### config.mk
export PLATFORM = sky130hd
export DESIGN_NAME = uart_rx_buf
export DESIGN_NICKNAME = d
export VERILOG_FILES = /design/src/rtl/uart_rx_pkg.sv /design/src/rtl/uart_rx_deser.sv /design/src/rtl/uart_rx_queue.sv /design/src/rtl/uart_rx_buf.sv
export SDC_FILE = /design/constraint.sdc
export NUM_CORES = 1
export LEC_CHECK = 0
export CAP_MARGIN = 10
export CELL_PAD_IN_SITES_DETAIL_PLACEMENT = 1
export CELL_PAD_IN_SITES_GLOBAL_PLACEMENT = 1
export CORE_MARGIN = 2
export CORE_UTILIZATION = 48
export DETAILED_ROUTE_END_ITERATION = 12
export GPL_ROUTABILITY_DRIVEN = 0
export PLACE_DENSITY_LB_ADDON = 0.3
export SETUP_SLACK_MARGIN = 0.5
export SLEW_MARGIN = 0
export SYNTH_ARGS = -nofsm -noshare
export SYNTH_HDL_FRONTEND = slang
export SYNTH_SLANG_ARGS = --single-unit
### constraint.sdc
create_clock -name clk -period 2.55 [get_ports clk]
set_input_delay 0.51 -clock clk [delete_from_list [all_inputs] [get_ports clk]]
set_output_delay 0.51 -clock clk [all_outputs]
set_load 0.01 [all_outputs]
### src/rtl/uart_rx_pkg.sv
package uart_rx_pkg;
    typedef enum logic [2:0] {
        RX_IDLE,
        RX_START,
        RX_DATA,
        RX_PAR,
        RX_STOP,
        RX_BRKWAIT
    } rx_state_e;

    typedef struct packed {
        logic       brk;
        logic       ferr;
        logic       perr;
        logic [7:0] data;
    } rx_char_t;

    localparam int CHAR_W = $bits(rx_char_t);
endpackage

### src/rtl/uart_rx_deser.sv
module uart_rx_deser
    import uart_rx_pkg::*;
#(
    parameter int OVS = 16
) (
    input  logic       clk,
    input  logic       rst_n,
    input  logic       tick,
    input  logic       rxd_s,
    input  logic [1:0] cfg_wlen,
    input  logic       cfg_par_en,
    input  logic       cfg_par_even,
    output logic       push_vld,
    output rx_char_t   push_char
);
    localparam int CW = $clog2(OVS);
    localparam logic [CW-1:0] LAST = CW'(OVS - 1);
    localparam logic [CW-1:0] MID  = CW'(OVS / 2 - 1);

    rx_state_e state, state_nx;
    logic [CW-1:0] cnt;
    logic [2:0]    bidx;
    logic [7:0]    shreg;
    logic          par_acc;
    logic          all_zero;
    logic          bit_end;
    logic          last_bit;
    logic          brk_now;

    assign bit_end  = tick && (cnt == LAST);
    assign last_bit = (bidx == (3'(cfg_wlen) + 3'd4));
    assign brk_now  = all_zero && !rxd_s;

    always_ff @(posedge clk or negedge rst_n) begin
        if (!rst_n) state <= RX_IDLE;
        else        state <= state_nx;
    end

    always_comb begin
        state_nx = state;
        unique case (state)
            RX_IDLE:    if (tick && !rxd_s) state_nx = RX_START;
            RX_START:   if (tick && cnt == MID) state_nx = rxd_s ? RX_IDLE : RX_DATA;
            RX_DATA:    if (bit_end && last_bit) state_nx = cfg_par_en ? RX_PAR : RX_STOP;
            RX_PAR:     if (bit_end) state_nx = RX_STOP;
            RX_STOP:    if (bit_end) state_nx = brk_now ? RX_BRKWAIT : RX_IDLE;
            RX_BRKWAIT: if (rxd_s) state_nx = RX_IDLE;
            default:    state_nx = RX_IDLE;
        endcase
    end

    always_ff @(posedge clk or negedge rst_n) begin
        if (!rst_n) begin
            cnt       <= '0;
            bidx      <= '0;
            shreg     <= '0;
            par_acc   <= 1'b0;
            all_zero  <= 1'b1;
            push_vld  <= 1'b0;
            push_char <= '0;
        end else begin
            push_vld <= 1'b0;
            if (tick) begin
                if (state_nx != state) cnt <= '0;
                else                   cnt <= (cnt == LAST) ? '0 : cnt + 1'b1;
            end
            unique case (state)
                RX_IDLE: begin
                    bidx     <= '0;
                    shreg    <= '0;
                    par_acc  <= 1'b0;
                    all_zero <= 1'b1;
                end
                RX_DATA: if (bit_end) begin
                    shreg[bidx] <= rxd_s;
                    par_acc     <= par_acc ^ rxd_s;
                    all_zero    <= all_zero & !rxd_s;
                    bidx        <= bidx + 3'd1;
                end
                RX_PAR: if (bit_end) begin
                    par_acc  <= par_acc ^ rxd_s;
                    all_zero <= all_zero & !rxd_s;
                end
                RX_STOP: if (bit_end) begin
                    push_vld       <= 1'b1;
                    push_char.data <= shreg;
                    push_char.ferr <= !rxd_s;
                    push_char.brk  <= brk_now;
                    push_char.perr <= cfg_par_en && (cfg_par_even ? par_acc : !par_acc);
                end
                default: ;
            endcase
        end
    end
endmodule

### src/rtl/uart_rx_queue.sv
module uart_rx_queue #(
    parameter int DEPTH = 16,
    parameter int W     = 11
) (
    input  logic         clk,
    input  logic         rst_n,
    input  logic         fifo_en,
    input  logic         wr_vld,
    input  logic [W-1:0] wr_data,
    input  logic         rd_en,
    output logic [W-1:0] head,
    output logic         not_empty,
    output logic         ovr
);
    localparam int AW = $clog2(DEPTH);

    logic [W-1:0]  mem [DEPTH];
    logic [AW-1:0] wptr, rptr;
    logic [AW:0]   count;
    logic [AW:0]   cap;
    logic          pop, full, accept;

    assign cap       = fifo_en ? (AW+1)'(DEPTH) : (AW+1)'(1);
    assign not_empty = (count != '0);
    assign pop       = rd_en && not_empty;
    assign full      = (count >= cap);
    assign accept    = wr_vld && (!full || pop);
    assign head      = mem[rptr];

    always_ff @(posedge clk) begin
        if (accept) mem[wptr] <= wr_data;
    end

    always_ff @(posedge clk or negedge rst_n) begin
        if (!rst_n) begin
            wptr  <= '0;
            rptr  <= '0;
            count <= '0;
            ovr   <= 1'b0;
        end else begin
            if (accept) wptr <= wptr + 1'b1;
            if (pop)    rptr <= rptr + 1'b1;
            count <= count + (AW+1)'(accept) - (AW+1)'(pop);
            if (wr_vld && !accept) ovr <= 1'b1;
            else if (rd_en)        ovr <= 1'b0;
        end
    end
endmodule

### src/rtl/uart_rx_buf.sv
module uart_rx_buf
    import uart_rx_pkg::*;
#(
    parameter int OVS   = 16,
    parameter int DEPTH = 16
) (
    input  logic       clk,
    input  logic       rst_n,
    input  logic       tick16,
    input  logic       rxd,
    input  logic [1:0] cfg_wlen,
    input  logic       cfg_par_en,
    input  logic       cfg_par_even,
    input  logic       cfg_fifo_en,
    input  logic       rd_en,
    output logic [7:0] rd_data,
    output logic       rd_perr,
    output logic       rd_ferr,
    output logic       rd_brk,
    output logic       data_ready,
    output logic       overrun
);
    logic [1:0] sync_q;
    logic       push_vld;
    rx_char_t   push_char;
    rx_char_t   head_char;

    always_ff @(posedge clk or negedge rst_n) begin
        if (!rst_n) sync_q <= 2'b11;
        else        sync_q <= {sync_q[0], rxd};
    end

    uart_rx_deser #(.OVS(OVS)) u_deser (
        .clk         (clk),
        .rst_n       (rst_n),
        .tick        (tick16),
        .rxd_s       (sync_q[1]),
        .cfg_wlen    (cfg_wlen),
        .cfg_par_en  (cfg_par_en),
        .cfg_par_even(cfg_par_even),
        .push_vld    (push_vld),
        .push_char   (push_char)
    );

    uart_rx_queue #(.DEPTH(DEPTH), .W(CHAR_W)) u_queue (
        .clk      (clk),
        .rst_n    (rst_n),
        .fifo_en  (cfg_fifo_en),
        .wr_vld   (push_vld),
        .wr_data  (push_char),
        .rd_en    (rd_en),
        .head     (head_char),
        .not_empty(data_ready),
        .ovr      (overrun)
    );

    assign rd_data = head_char.data;
    assign rd_perr = head_char.perr;
    assign rd_ferr = head_char.ferr;
    assign rd_brk  = head_char.brk;
endmodule

==> summary.md <==
| Metric | Value |
|---|---|
| Initial DRC Count | 418 |
| Placed Cells | 788 |
| RSZ-0062 raised after global routing | yes |
| Top cells by area, synth | edfxtp_1, mux4_2, dfrtp_1 |
| DR vias | 5,355 |
| Global-route wire length before repair | 37,600 um |
| Largest stage delay on the critical path | 0.50 ns |
| Final worst path period share | 1.15 |
| Synth-to-layout area growth | 32.9% |
| Diode count | 0 |
| Number of max-cap violations | 0 |
| Mapped Cells | 514 |
| Worst Path Required | 2.04 ns |
| Fin crit period | 2.94 ns |
| Ys Warns | 0 |
| Initial core utilization | 0.491 |
| Floorplan core area | 18,800 um2 |
| Vias per cell | 6.04 |
| Leak pwr | 4.08 nW |
| Flops & latches, synth | 224 |
| M1 wire length | 10,300 um |
| Clock latency on the worst-skew pair | 0.51 ns |
| Area leader, netlist | edfxtp_1 |
| Peak VDD IR | 634 uV |
| Crit path cell chain | buf_12 > buf_12 > buf_16 > mux4_2 > mux4_2 > buf_6 |
| Fin. Hold Viols | 0 |
| Worst path bufs/invs | 4 |
| Status | finished with violations |
| CTS tree | yes |
| DIE WIDTH | 143 um |
| Post-synthesis sequential area ratio | 0.704 |
| CTS clk-pin slew, worst paths | 0.06 ns |
| CTS Buf Count | 23 |
| Rows | 50 |
| Routed wire length | 26,100 um |
| CP Class | reg -> out |
| Slowest CP cell | mux4_2 |
| Hold WS | 0.0926 ns |
| Yosys top cell area share | 0.573 |
| Total clock sinks | 224 |
| EDFF count, synth | 176 |
| CP Capture Type | output pin |
| Worst-margin pin slew | 0.670 ns |
| Endpoints failing setup | 192 |
| Final ANT Viol Nets | 0 |
| Crit Path Max Fanout | 8 |
| Initial antenna violation count | 0 |
| Syn Area/Cell | 17.9 um2 |
| Gr ovfl total | 0 |
| Post-Layout Cell Count | 887 |
| Max transition margin | 0.554 |
| CP top delay family | multiplexers |
| Clock buffer depth | 3 |
| Full die area | 20,300 um2 |
| Top cells by count, synth | edfxtp_1, mux4_2, dfrtp_1 |
| Post-Syn Nets | 542 |
| Synth Flop Type | edfxtp_1 |
| Clock skew | 0.00813 ns |
| Fraction of registers with async set or reset after synthesis | 0.214 |
| Global router's overall resource usage | 0.257 |
| Worst EP arrival | 2.43 ns |
| Vias in the first global route | 5,928 |
| Number of port buffers | 22 |
| Layout cells sized above 1 | 0.433 |
| Final Slew Violations | 0 |
| Top sig layer | met4 |
| Dominant cell by count in the synthesized netlist | edfxtp_1 |
| CP startpoint kind | flop |
| Detailed placement HPWL | 13,900 um |
| Nets@finish | 664 |
| WL met2 | 13,800 um |
| CTS Root Cell | clkbuf_16 |
| H-tree depth | 1 |
| Cell area after synthesis | 9220 um2 |
| Cell variety after synth | 52 |
| Fmax | 341 MHz |
| Metal3 WL | 1040 um |
| WL/cell | 29.4 um |
| TritonRoute pass-1 iters | 4 |
| Worst Setup Slack, final | -0.387 ns |
| Largest net degree at the start of global routing | 49 |
| # DRC | 0 |
| Die Height | 143 um |
| Pwr dens | 896 nW/um2 |
| HP Class | in -> async |
| IO Count | 23 |
| CTS Hold Bufs | 0 |
| Failing checks | setup timing |
## cells by family after synthesis
family          count (synthesis)  share of synthesized area
fa+ha+maj                      18                     0.0252
simple gates                   85                     0.0455
buf+inv                        50                     0.0220
compound gates                 58                     0.0440
xor+xnor                       14                     0.0133
flops                         224                      0.704
mux                            65                      0.146
## cell type report
| cell class | instances | area, um2 |
|---|---|---|
| inverters | 24 | 111 |
| well taps | 234 | 293 |
| fillers | 1590 | 6510 |
| clock buffers | 31 | 659 |
| clock inverters | 11 | 111 |
| multi-input cells | 240 | 2940 |
| flip-flops and latches | 224 | 6500 |
| repair buffers | 123 | 1640 |
## state kept, by name, indices dropped and copies added, names as in the netlist, 2 cells and up
register,count
u_deser.push_char,11
u_deser.shreg,8
u_queue.rptr,4
u_queue.wptr,4
u_queue.mem,176
u_deser.bidx,3
u_deser.state,3
u_deser.cnt,4
sync_q,2
u_queue.count,5
## cells in the final DEF (no fill, tap or decap), types with 4 or more instances in the layout
master / count
inv_1: 16
ha_1: 10
ha_4: 7
dfrtp_2: 6
buf_16: 7
buf_12: 32
o31ai_1: 7
o21ai_0: 10
nor3_4: 4
mux4_2: 55
buf_4: 32
mux2_2: 8
buf_6: 38
nand4_1: 4
nand2_1: 22
clkbuf_8: 5
nand3_1: 4
edfxtp_1: 176
clkdlybuf4s50_1: 7
inv_2: 5
nand2b_1: 6
clkbuf_16: 24
o211ai_1: 6
xnor2_1: 10
a21oi_1: 7
dfrtp_1: 39
nor2_1: 9
nor2_4: 12
## final timing paths
kind                                        from                 end  slack, ns  cells past startpoint
worst max-delay path             u_queue.rptr[0]          rd_data[5]      -0.39                      6
worst min-delay path                       rst_n    u_queue.count[4]       0.09                      2
worst max register to register  u_queue.count[2]  u_queue.mem[12][2]      -0.27                     16
worst min register to register         sync_q[0]           sync_q[1]       0.36                      0
max in group asynchronous                  rst_n      u_deser.cnt[3]       1.98                      2
min in group clk                       sync_q[0]           sync_q[1]       0.36                      0
## metrics by stage
stage / utilization / area [um2] / setup TNS, ns / setup slack (ns) / total power (W)
final: 0.653 / 12300 / -31.13 / -0.387 / 0.0110
after global routing: 0.653 / 12300 / -46.79 / -0.467 / 0.0114
after CTS: 0.643 / 12100 / -5.71 / -0.386 / 0.0107
after detailed placement: 0.559 / 10500 / -90.78 / -0.612 / 0.00670
after global placement: 0.559 / 10500 / -74.96 / -0.508 / 0.00657
after floorplan: - / 9570 / 0 / 0.0628 / 0.00597
## per-layer routing
layer  global-route usage  vias up
li1                     -     2278
met2                0.459      161
met1                0.318     2861
met3               0.0400       55
met5                    0        -
met4               0.0917        0
## what timing repair did
item,CTS,global route
endpoints found under the setup margin,198,202
endpoints found under the hold margin,0,0
resized for setup,124,20
pin swaps,27,16
cloned,8,0
buffers inserted,38,11
## where the power goes
group	internal, W	leakage (nW)	switching [W]
combinational	0.00177	1.68	0.00154
clock	0.00202	0.380	0.00143
sequential	0.00403	2.01	0.000185
## worst reg2reg max path: stages (launching register included)
cell and delay [ns]:
dfrtp_1 0.41, inv_2 0.11, buf_6 0.10, buf_6 0.08
buf_6 0.09, ha_1 0.24, a41oi_4 0.18, o21ai_4 0.20
and2_4 0.19, buf_12 0.11, buf_12 0.09, nand2_4 0.05
buf_6 0.13, buf_6 0.12, buf_12 0.12, nor2_4 0.12
buf_12 0.18
Power figures use the tool's default switching activity.
